File: src/rtl/cr_autobaud_pkg.sv
package cr_autobaud_pkg;

    // Measurement engine states
    typedef enum logic [0:0] {
        MS_HUNT = 1'b0,   // waiting for an armed start edge
        MS_MEAS = 1'b1    // timing the gaps of a candidate character
    } meas_state_e;

    // Carriage return yields five gaps after the start edge; index of the last
    localparam logic [2:0] LAST_GAP_IDX = 3'd4;

    // Bit times spanned from start-bit fall to stop-bit rise for 0x0D
    localparam int CR_SPAN_BITS = 9;

endpackage

File: src/rtl/ab_line_sync.sv
module ab_line_sync #(
    parameter int STAGES = 2
) (
    input  logic clk,
    input  logic rst_n,
    input  logic rxd,
    output logic line,
    output logic fall,
    output logic rise
);

    typedef struct packed {
        logic [STAGES-1:0] chain;
        logic              prev;
    } sync_t;

    sync_t r_d, r_q;

    always_comb begin
        r_d       = r_q;
        r_d.chain = {r_q.chain[STAGES-2:0], rxd};
        r_d.prev  = r_q.chain[STAGES-1];
    end

    always_ff @(posedge clk or negedge rst_n) begin
        if (!rst_n) begin
            r_q <= '1;   // idle line is high
        end else begin
            r_q <= r_d;
        end
    end

    assign line = r_q.chain[STAGES-1];
    assign fall = r_q.prev & ~line;
    assign rise = ~r_q.prev & line;

endmodule

File: src/rtl/ab_measure.sv
module ab_measure
    import cr_autobaud_pkg::*;
#(
    parameter int CNT_W        = 16,
    parameter int CLOCK_FACTOR = 8
) (
    input  logic             clk,
    input  logic             rst_n,
    input  logic             line,
    input  logic             fall,
    input  logic             rise,
    output logic             upd_valid,
    output logic [CNT_W-1:0] upd_div
);

    localparam int MODULUS = CR_SPAN_BITS * CLOCK_FACTOR;
    localparam int PRE_W   = $clog2(MODULUS);
    localparam int GUARD_W = CNT_W + 1;
    localparam int EXT_W   = CNT_W + 3;
    localparam logic [PRE_W-1:0]   PRE_LAST = PRE_W'(MODULUS - 1);
    localparam logic [CNT_W-1:0]   SEG_MAX  = '1;
    localparam logic [GUARD_W-1:0] IDLE_MAX = '1;

    typedef struct packed {
        meas_state_e        st;
        logic [2:0]         gap_n;   // gaps already timed
        logic [CNT_W-1:0]   seg;     // clocks since the last edge
        logic [CNT_W-1:0]   unit;    // start-bit length
        logic [PRE_W-1:0]   pre;     // span modulo 9*CLOCK_FACTOR
        logic [CNT_W-1:0]   quo;     // span divided by 9*CLOCK_FACTOR
        logic [GUARD_W-1:0] idle;    // consecutive high clocks while hunting
        logic [GUARD_W-1:0] guard;   // idle clocks needed before arming
        logic               upd;
        logic [CNT_W-1:0]   div;
    } meas_t;

    meas_t r_d, r_q;

    logic [EXT_W-1:0] seg_ext, unit_ext, half, expect_len, lo_lim, hi_lim;
    logic             gap_ok;
    logic             any_edge;

    always_comb begin
        seg_ext  = EXT_W'(r_q.seg);
        unit_ext = EXT_W'(r_q.unit);
        half     = unit_ext >> 1;
        case (r_q.gap_n)
            3'd1, 3'd2: expect_len = unit_ext;
            3'd3:       expect_len = unit_ext << 1;
            default:    expect_len = unit_ext << 2;
        endcase
        lo_lim   = expect_len - half;
        hi_lim   = expect_len + half;
        gap_ok   = (seg_ext >= lo_lim) && (seg_ext <= hi_lim);
        any_edge = fall | rise;
    end

    always_comb begin
        r_d     = r_q;
        r_d.upd = 1'b0;
        unique case (r_q.st)
            MS_HUNT: begin
                if (fall && (r_q.idle >= r_q.guard)) begin
                    r_d.st    = MS_MEAS;
                    r_d.gap_n = 3'd0;
                    r_d.seg   = CNT_W'(1);
                    r_d.pre   = PRE_W'(1);
                    r_d.quo   = '0;
                end else if (!line) begin
                    r_d.idle = '0;
                end else if (r_q.idle != IDLE_MAX) begin
                    r_d.idle = r_q.idle + GUARD_W'(1);
                end
            end
            MS_MEAS: begin
                if (r_q.pre == PRE_LAST) begin
                    r_d.pre = '0;
                    r_d.quo = r_q.quo + CNT_W'(1);
                end else begin
                    r_d.pre = r_q.pre + PRE_W'(1);
                end
                if (any_edge) begin
                    if (r_q.gap_n == 3'd0) begin
                        r_d.unit  = r_q.seg;
                        r_d.seg   = CNT_W'(1);
                        r_d.gap_n = 3'd1;
                    end else if (!gap_ok || (r_q.gap_n == LAST_GAP_IDX)) begin
                        r_d.st    = MS_HUNT;
                        r_d.idle  = '0;
                        r_d.guard = {r_q.unit, 1'b0};
                        if (gap_ok && (r_q.quo != '0)) begin
                            r_d.upd = 1'b1;
                            r_d.div = r_q.quo;
                        end
                    end else begin
                        r_d.seg   = CNT_W'(1);
                        r_d.gap_n = r_q.gap_n + 3'd1;
                    end
                end else if (r_q.seg == SEG_MAX) begin
                    r_d.st    = MS_HUNT;
                    r_d.idle  = '0;
                    r_d.guard = '0;
                end else begin
                    r_d.seg = r_q.seg + CNT_W'(1);
                end
            end
            default: r_d.st = MS_HUNT;
        endcase
    end

    always_ff @(posedge clk or negedge rst_n) begin
        if (!rst_n) begin
            r_q    <= '0;
            r_q.st <= MS_HUNT;
        end else begin
            r_q <= r_d;
        end
    end

    assign upd_valid = r_q.upd;
    assign upd_div   = r_q.div;

endmodule

File: src/rtl/ab_rate_gen.sv
module ab_rate_gen #(
    parameter int CNT_W = 16
) (
    input  logic             clk,
    input  logic             rst_n,
    input  logic             upd_valid,
    input  logic [CNT_W-1:0] upd_div,
    output logic             tick,
    output logic             locked,
    output logic [CNT_W-1:0] cur_div
);

    typedef struct packed {
        logic [CNT_W-1:0] div;
        logic [CNT_W-1:0] cnt;
        logic             lock;
        logic             tick;
    } rate_t;

    rate_t r_d, r_q;

    always_comb begin
        r_d = r_q;
        if (upd_valid) begin
            r_d.div  = upd_div;
            r_d.cnt  = '0;
            r_d.lock = 1'b1;
            r_d.tick = 1'b0;
        end else if (r_q.cnt == (r_q.div - CNT_W'(1))) begin
            r_d.cnt  = '0;
            r_d.tick = 1'b1;
        end else begin
            r_d.cnt  = r_q.cnt + CNT_W'(1);
            r_d.tick = 1'b0;
        end
    end

    always_ff @(posedge clk or negedge rst_n) begin
        if (!rst_n) begin
            r_q.div  <= '1;   // slowest rate until trained
            r_q.cnt  <= '0;
            r_q.lock <= 1'b0;
            r_q.tick <= 1'b0;
        end else begin
            r_q <= r_d;
        end
    end

    assign tick    = r_q.tick;
    assign locked  = r_q.lock;
    assign cur_div = r_q.div;

endmodule

File: src/rtl/cr_autobaud.sv
module cr_autobaud #(
    parameter int CLOCK_FACTOR   = 8,
    parameter int LOG2_MAX_COUNT = 16,
    parameter int SYNC_STAGES    = 2
) (
    input  logic clk,
    input  logic rst_n,
    input  logic rxd,
    output logic baud_tick,
    output logic locked
);

    logic                      line, fall, rise;
    logic                      upd_valid;
    logic [LOG2_MAX_COUNT-1:0] upd_div;
    logic [LOG2_MAX_COUNT-1:0] cur_div;

    ab_line_sync #(
        .STAGES(SYNC_STAGES)
    ) u_sync (
        .clk  (clk),
        .rst_n(rst_n),
        .rxd  (rxd),
        .line (line),
        .fall (fall),
        .rise (rise)
    );

    ab_measure #(
        .CNT_W       (LOG2_MAX_COUNT),
        .CLOCK_FACTOR(CLOCK_FACTOR)
    ) u_meas (
        .clk      (clk),
        .rst_n    (rst_n),
        .line     (line),
        .fall     (fall),
        .rise     (rise),
        .upd_valid(upd_valid),
        .upd_div  (upd_div)
    );

    ab_rate_gen #(
        .CNT_W(LOG2_MAX_COUNT)
    ) u_rate (
        .clk      (clk),
        .rst_n    (rst_n),
        .upd_valid(upd_valid),
        .upd_div  (upd_div),
        .tick     (baud_tick),
        .locked   (locked),
        .cur_div  (cur_div)
    );

endmodule

File: config.mk
export PLATFORM = sky130hd
export DESIGN_NAME = cr_autobaud
export DESIGN_NICKNAME = d
export VERILOG_FILES = /design/src/rtl/cr_autobaud_pkg.sv /design/src/rtl/ab_line_sync.sv /design/src/rtl/ab_measure.sv /design/src/rtl/ab_rate_gen.sv /design/src/rtl/cr_autobaud.sv
export SDC_FILE = /design/constraint.sdc
export NUM_CORES = 1
export LEC_CHECK = 0
export BUFFER_PORTS_ARGS = -buffer_cell sky130_fd_sc_hd__buf_4
export CORE_ASPECT_RATIO = 1.1
export CORE_UTILIZATION = 50
export CTS_CLUSTER_DIAMETER = 100
export DETAILED_ROUTE_END_ITERATION = 6
export GPL_TIMING_DRIVEN = 0
export PLACE_DENSITY = 0.72
export SLEW_MARGIN = 20
export SYNTH_ARGS = -nofsm -noshare
export SYNTH_HDL_FRONTEND = slang
export SYNTH_SLANG_ARGS = --single-unit
File: constraint.sdc
create_clock -name clk -period 16.7 [get_ports clk]
set_input_delay 0.835 -clock clk [delete_from_list [all_inputs] [get_ports clk]]
set_output_delay 0.835 -clock clk [all_outputs]
set_load 0.01 [all_outputs]
==> impl_metrics.csv, run 1 <==
group,metric,value,unit
status,status,"finished, final reports clean",
synth,yosys_register_bits,146,
synth,yosysSeqAreaShare,0.361,
global_route,grt_pass1_wl,41600,um
die,die_h,152,um
die,dieArea,21000,um2
layout,layout.cells.non_filler,1426,
clock_network,cts_root_buffer,"clkbuf_16",
synth,synthArstFlopShare,1.00,
synth,synthesis.area,10200,um2
setup_path,endpoint_kind,"flip-flop",
timing,rsz0062_at_grt,"false",
flow_run,cap_violations,0,
layout,n_antenna_cell,0,
layout,regArea,3680,um2
clock_network,post_cts_resized,0,
synth,syn_avg_cell_area,8.97,um2
layout,layout_common_cells,"127 x dfrtp_1, 123 x nand2_1, 96 x nor2_1",
timing,slew_viol_final,0,
setup_path,crit_arrival,7270,ps
power_and_ir_drop,vdd_drop_max,0.000125,V
hold_path,hold_class,"in2async",
placed_design,io_buffers,4,
clock_network,cts_buffers,17,
drt,ant_nets,0,
layout,num-fill-cells,1792,
setup_path,worst_r2r_path_depth,25,
setup_path,r2r-start,"u_meas.r_q[106]$_DFFE_PN0P_",
drt,drt-total-wl,25000,um
clock_network,cts.sink_count,146,
setup_path,crit_path_start_kind,"flip-flop",
power_and_ir_drop,total_leakage_power,5.18,nW
setup_path,criticalPathCategory,"reg2reg",
timing,clock.fmax,143,MHz
die,die_x,138,um
layout,area_growth,9.63,%
timing,fin_crit_sh,0.418,
setup_path,reg2reg_slack,9720,ps
die,core,19900,um2
timing,worst_slew_pin_slew,768,ps
die,io_pins,5,
timing,skew,8.25,ps
layout,nNetsFinal,1259,
global_route,grt-ovfl-total,0,
layout,multi_input_area,6020,um2
global_route,grt_pass1_vias,8437,
global_route,grt_max_degree,98,
clock_network,postCtsSetupBuffers,0,
timing,slew_headroom,0.483,
clock_network,clk_path_buf_depth,2,
global_route,antenna_found_initial,0,
setup_path,reg2reg_to,"u_meas.r_q[49]$_DFFE_PN0P_",
synth,netlist-cell-type-count,81,
timing,tns,0,ps
layout,drive_gt1_frac,0.106,
placed_design,place_inst,1394,
setup_path,cp.required,16990,ps
clock_network,tritoncts,"done",
clock_network,cts-htree-levels,4,
clock_network,path_clk_slew,60,ps
clock_network,holdBufCountCts,0,
timing,finalCriticalPeriod,6980,ps
die,initial_core_util,0.512,
global_route,track_usage,0.250,
placed_design,globalplace.congestion,0.885,
die,rows,54,
clock_network,clock_latency,430,ps
power_and_ir_drop,power_density,140,nW/um2
setup_path,path_max_fanout,10,
timing,setup_viol,0,
timing,hold_viol_final,0,
synth,synth_edf_count,0,
synth,ys_warn_count,0,
placed_design,dp_hpwl,18500,um
layout,final_common_cell,"dfrtp_1",
drt,first_iter_violations,554,
synth,syn_nets,1235,
synth,synthCells,1137,
synth,ys.flop_type,"dfrtp_1",
drt,vias,8561,
drt,routed_via_density,6.00,
drt,wire_per_inst,17.5,um
drt,route.detailed.drc,0,
drt,firstDrtPassIters,6,
-- critical path, stage by stage (launching register included) --
cell	delay, ps
dfrtp_1	410
inv_1	100
ha_1	230
o21bai_2	470
clkbuf_1	530
o221ai_1	280
ha_1	340
buf_2	180
inv_1	90
a221oi_2	370
o22ai_1	240
a311oi_1	470
nor2_1	110
a211oi_1	320
xnor2_1	100
ha_1	310
nand4_1	170
nor3_1	290
a21oi_1	100
a21oi_1	150
o211a_1	160
a31oi_1	110
o2111a_2	360
a21oi_2	470
buf_2	340
a31oi_1	120
-- sequential cells by signal, indices dropped and copies added, names as in the netlist --
| signal | cells |
|---|---|
| u_meas.half | 15 |
| u_meas.r_q | 77 |
| u_meas.upd_div | 16 |
| u_meas.upd_valid | 1 |
| u_rate.cur_div | 16 |
| u_rate.locked | 1 |
| u_rate.r_q | 16 |
| u_rate.tick | 1 |
| u_sync.line | 1 |
| u_sync.r_d | 1 |
| u_sync.r_q | 1 |
-- worst max-delay path by stage --
stage / startpoint / endpoint / slack (ps)
3_3_place_gp: u_meas.r_q[106]$_DFFE_PN0P_ / u_meas.r_q[38]$_DFFE_PN0P_ / 9890
2_1_floorplan: u_meas.r_q[106]$_DFFE_PN0P_ / u_meas.upd_div[10]$_DFFE_PN0P_ / 11330
4_1_cts: u_meas.r_q[106]$_DFFE_PN0P_ / u_meas.r_q[49]$_DFFE_PN0P_ / 9790
3_5_place_dp: u_meas.r_q[106]$_DFFE_PN0P_ / u_meas.r_q[38]$_DFFE_PN0P_ / 9840
5_1_grt: u_meas.r_q[106]$_DFFE_PN0P_ / u_meas.r_q[38]$_DFFE_PN0P_ / 9170
6_report: u_meas.r_q[106]$_DFFE_PN0P_ / u_meas.r_q[49]$_DFFE_PN0P_ / 9720
-- per-layer routing --
| metal | vias up | wire length, um | share of wire | GRT usage |
|---|---|---|---|---|
| li1 | 4122 | - | - | - |
| met1 | 4136 | 11000 | 0.44 | 0.310 |
| met2 | 247 | 12100 | 0.48 | 0.428 |
| met3 | 56 | 1070 | 0.043 | 0.0449 |
| met4 | 0 | 866 | 0.035 | 0.112 |
| met5 | - | 0 | 0 | 0 |
-- cell usage after synthesis (all sizes together) (19+ instances only) --
library cell / instances / area [um2]
a31oi: 22 / 153
nand3: 48 / 240
o21ai: 67 / 339
mux2: 30 / 338
nand2: 123 / 462
and3: 27 / 169
ha: 93 / 1160
clkbuf: 28 / 106
nor3: 27 / 146
inv: 69 / 259
dfstp: 19 / 499
nor2: 97 / 367
xnor2: 45 / 394
xor2: 28 / 245
a21oi: 61 / 313
dfrtp: 127 / 3180
-- logic make-up after synthesis --
logic type	Yosys count	synth area share
XOR/XNOR	73	0.0627
flip-flops	146	0.361
multiplexers	46	0.0488
AND/OR/NAND/NOR	391	0.182
adder cells (fa/ha/maj)	95	0.118
AO/OA/AOI/OAI	269	0.179
buffers and inverters	117	0.0485
-- metrics by stage --
step / instance area (um2) / setup WS, ps / hold slack (ps) / total power [mW] / utilization
after floorplan: 10200 / 11330 / 345 / 0.982 / -
after global placement: 10500 / 9890 / 349 / 1.15 / 0.529
after detailed placement: 10600 / 9840 / 349 / 1.17 / 0.531
after CTS: 11200 / 9790 / 322 / 1.57 / 0.561
after global routing: 11200 / 9170 / 333 / 1.68 / 0.561
final: 11200 / 9720 / 306 / 1.57 / 0.561
-- power breakdown --
part / total (mW) / switching [mW] / internal (mW)
Clock: 0.394 / 0.160 / 0.234
Combinational: 0.762 / 0.463 / 0.299
Sequential: 0.413 / 0.0333 / 0.380
-- layout make-up --
class                   count  area share
repair buffers              5     0.00582
well taps                 252      0.0282
clock inverters            10      0.0114
plain buffers              46      0.0204
inverters                  71      0.0238
multi-input cells         874       0.539
clock buffers              22      0.0424
flip-flops and latches    146       0.329
Power figures use the tool's default switching activity.
==> run 2, diff against run 1 <==
==> constraint.sdc (replaced) <==
create_clock -name clk -period 6.72 [get_ports clk]
set_input_delay 0.336 -clock clk [delete_from_list [all_inputs] [get_ports clk]]
set_output_delay 0.336 -clock clk [all_outputs]
set_load 0.01 [all_outputs]
==> run 2 against run 1 <==
Compared with the run above:
- sequential cell count did not move
- highest routed layer unchanged
- clock skew shrank 1.0 ps
- critical endpoint is now u_meas.r_q[101]$_DFFE_PN0P_
- register-to-register slack got worse by 9300 ps
- global-route usage barely moved
- design area up 1.1%
- die area is the same
- wire length grew 0.69%
- cell count increased by 0.70%
- largest cell class unchanged
- core utilization rose by 0.61 points
- clock power up 150%
- sequential power rose by 150%
- combinational power grew to 2.5 times the previous value
==> impl_metrics.csv, run 2 (synthesis gave the netlist of run 1 again) <==
group,metric,value,unit
die,core,19900,um2
die,die_h,152,um
hold_path,hold_class,"reg2reg",
setup_path,cpPeakStageDelay,430,ps
placed_design,io_buffers,4,
clock_network,cts.sink_count,146,
layout,stdcell_area,11300,um2
setup_path,crit_path_start_kind,"flip-flop",
power_and_ir_drop,intPower,2.29,mW
setup_path,slowest_stage,"dfrtp_1",
drt,route.detailed.drc,0,
drt,firstDrtPassIters,5,
setup_path,cp.required,7030,ps
global_route,grt_pass1_wl,41700,um
die,rows,54,
flow_run,cap_violations,0,
layout,largest_reg_flops,77,
timing,fin_crit_sh,0.936,
placed_design,globalplace.congestion,0.885,
layout,area_growth,10.8,%
timing,slew_viol_final,0,
layout,n_antenna_cell,0,
die,dieArea,21000,um2
setup_path,criticalPathCategory,"reg2reg",
power_and_ir_drop,power_density,348,nW/um2
die,die_x,138,um
power_and_ir_drop,switchingPower,1.64,mW
placed_design,dpl_cell_area,10600,um2
clock_network,cts_root_buffer,"clkbuf_16",
timing,worst_slew_pin_slew,794,ps
timing,slew_headroom,0.465,
layout,layout_common_cells,"127 x dfrtp_1, 123 x nand2_1, 95 x nor2_1",
status,status,"finished, final reports clean",
power_and_ir_drop,total_leakage_power,5.24,nW
clock_network,clock_latency,430,ps
power_and_ir_drop,power.share.combinational,0.490,
global_route,grt-ovfl-total,0,
setup_path,reg2reg_slack,430,ps
setup_path,cpMostUsedCell,"ha_1",
clock_network,cts_buffers,17,
clock_network,tritoncts,"done",
power_and_ir_drop,seqPwrFrac,0.261,
drt,ant_nets,0,
layout,final_common_cell,"dfrtp_1",
placed_design,dp_hpwl,18500,um
timing,setup_viol,0,
layout,drive_gt1_frac,0.117,
timing,clock.fmax,159,MHz
die,initial_core_util,0.512,
drt,drt-total-wl,25100,um
drt,wire_per_inst,17.5,um
timing,skew,7.25,ps
global_route,track_usage,0.250,
clock_network,clk_path_buf_depth,2,
clock_network,cts-htree-levels,4,
global_route,grt_pass1_vias,8462,
timing,worst_hold_slack,360,ps
global_route,grt_max_degree,98,
drt,first_iter_violations,594,
power_and_ir_drop,switching_share,0.418,
timing,hold_viol_final,0,
power_and_ir_drop,pwr-share-clk,0.249,
drt,routed_via_density,5.97,
global_route,antenna_found_initial,0,
power_and_ir_drop,vdd_drop_max,0.000309,V
setup_path,endpoint_kind,"flip-flop",
setup_path,path_max_fanout,10,
layout,nNetsFinal,1269,
die,io_pins,5,
timing,finalCriticalPeriod,6290,ps
clock_network,path_clk_slew,70,ps
layout,largest_register,"u_meas.r_q",
drt,vias,8578,
power_and_ir_drop,p_total,3.93,mW
setup_path,crit_arrival,6600,ps
-- run 2: changes by cell type in the layout (fill, tap and decap cells not counted), moves of 2 or more --
cell           change
buf_4              +8
clkbuf_1           -3
clkbuf_4           +2
dlygate4sd3_1      +2
-- run 2: final cells by class --
| type | count | area (um2) |
|---|---|---|
| sequential | 146 | 3680 |
| clock inverter | 10 | 128 |
| timing repair buffer | 15 | 145 |
| multi-input combinational | 874 | 6050 |
| fill | 1769 | 8630 |
| clock buffer | 22 | 474 |
| inverter | 71 | 270 |
| tap | 252 | 315 |
| buffer | 46 | 236 |
-- run 2: stage by stage --
stage	setup TNS, ps	setup slack, ps	utilization	instances
global placement	-717	-91.6	0.529	1393
global route	-8.05	-8.05	0.567	1436
finish	0	431	0.567	1436
detailed placement	-1170	-141	0.531	1394
floorplan	0	1350	-	1137
CTS	0	120	0.562	1428
-- run 2: worst paths after layout --
kind                                        startpoint                           to  cells after the start
hold reg to reg                u_sync.r_d[2]$_DFF_PN1_        u_sync.line$_DFF_PN1_                      0
max in group asynchronous                        rst_n      u_sync.r_d[2]$_DFF_PN1_                      3
setup / recovery           u_meas.r_q[106]$_DFFE_PN0P_  u_meas.r_q[101]$_DFFE_PN0P_                     25
min in group asynchronous                        rst_n   u_meas.r_q[71]$_DFFE_PN0P_                      2
setup reg to reg           u_meas.r_q[106]$_DFFE_PN0P_  u_meas.r_q[101]$_DFFE_PN0P_                     25
hold / removal                 u_sync.r_d[2]$_DFF_PN1_        u_sync.line$_DFF_PN1_                      0
-- run 2: power groups by stage --
stage                     Combinational (mW)  Clock [mW]  Sequential (mW)
after floorplan                         1.43           0             1.01
after global placement                  1.83           0             1.04
after detailed placement                1.86           0             1.04
after CTS                               1.88       0.994             1.02
after global routing                    2.15        1.03             1.04
final                                   1.93       0.978             1.03
-- run 2: routing by layer --
metal	wire length [um]	part of all wire	global-route usage	up-vias
met3	1030	0.041	0.0456	56
met1	11000	0.44	0.309	4160
met5	0	0	0	-
li1	-	-	-	4141
met4	893	0.036	0.116	0
met2	12200	0.48	0.428	221
-- run 2: worst max-delay path: cells and delay by family (launching register included) --
family          cells  cell delay (ps)
compound gates     12             3060
xor+xnor            1              100
fa+ha+maj           4             1030
buf+inv             5              980
flops               1              430
simple gates        3              570
-- run 2: what timing repair did --
item	CTS	global route
setup endpoints to repair	19	70
hold buffers	2	0
buffers inserted	0	8
pin swaps	0	2
hold endpoints to repair	50	0
gates resized for setup	4	9
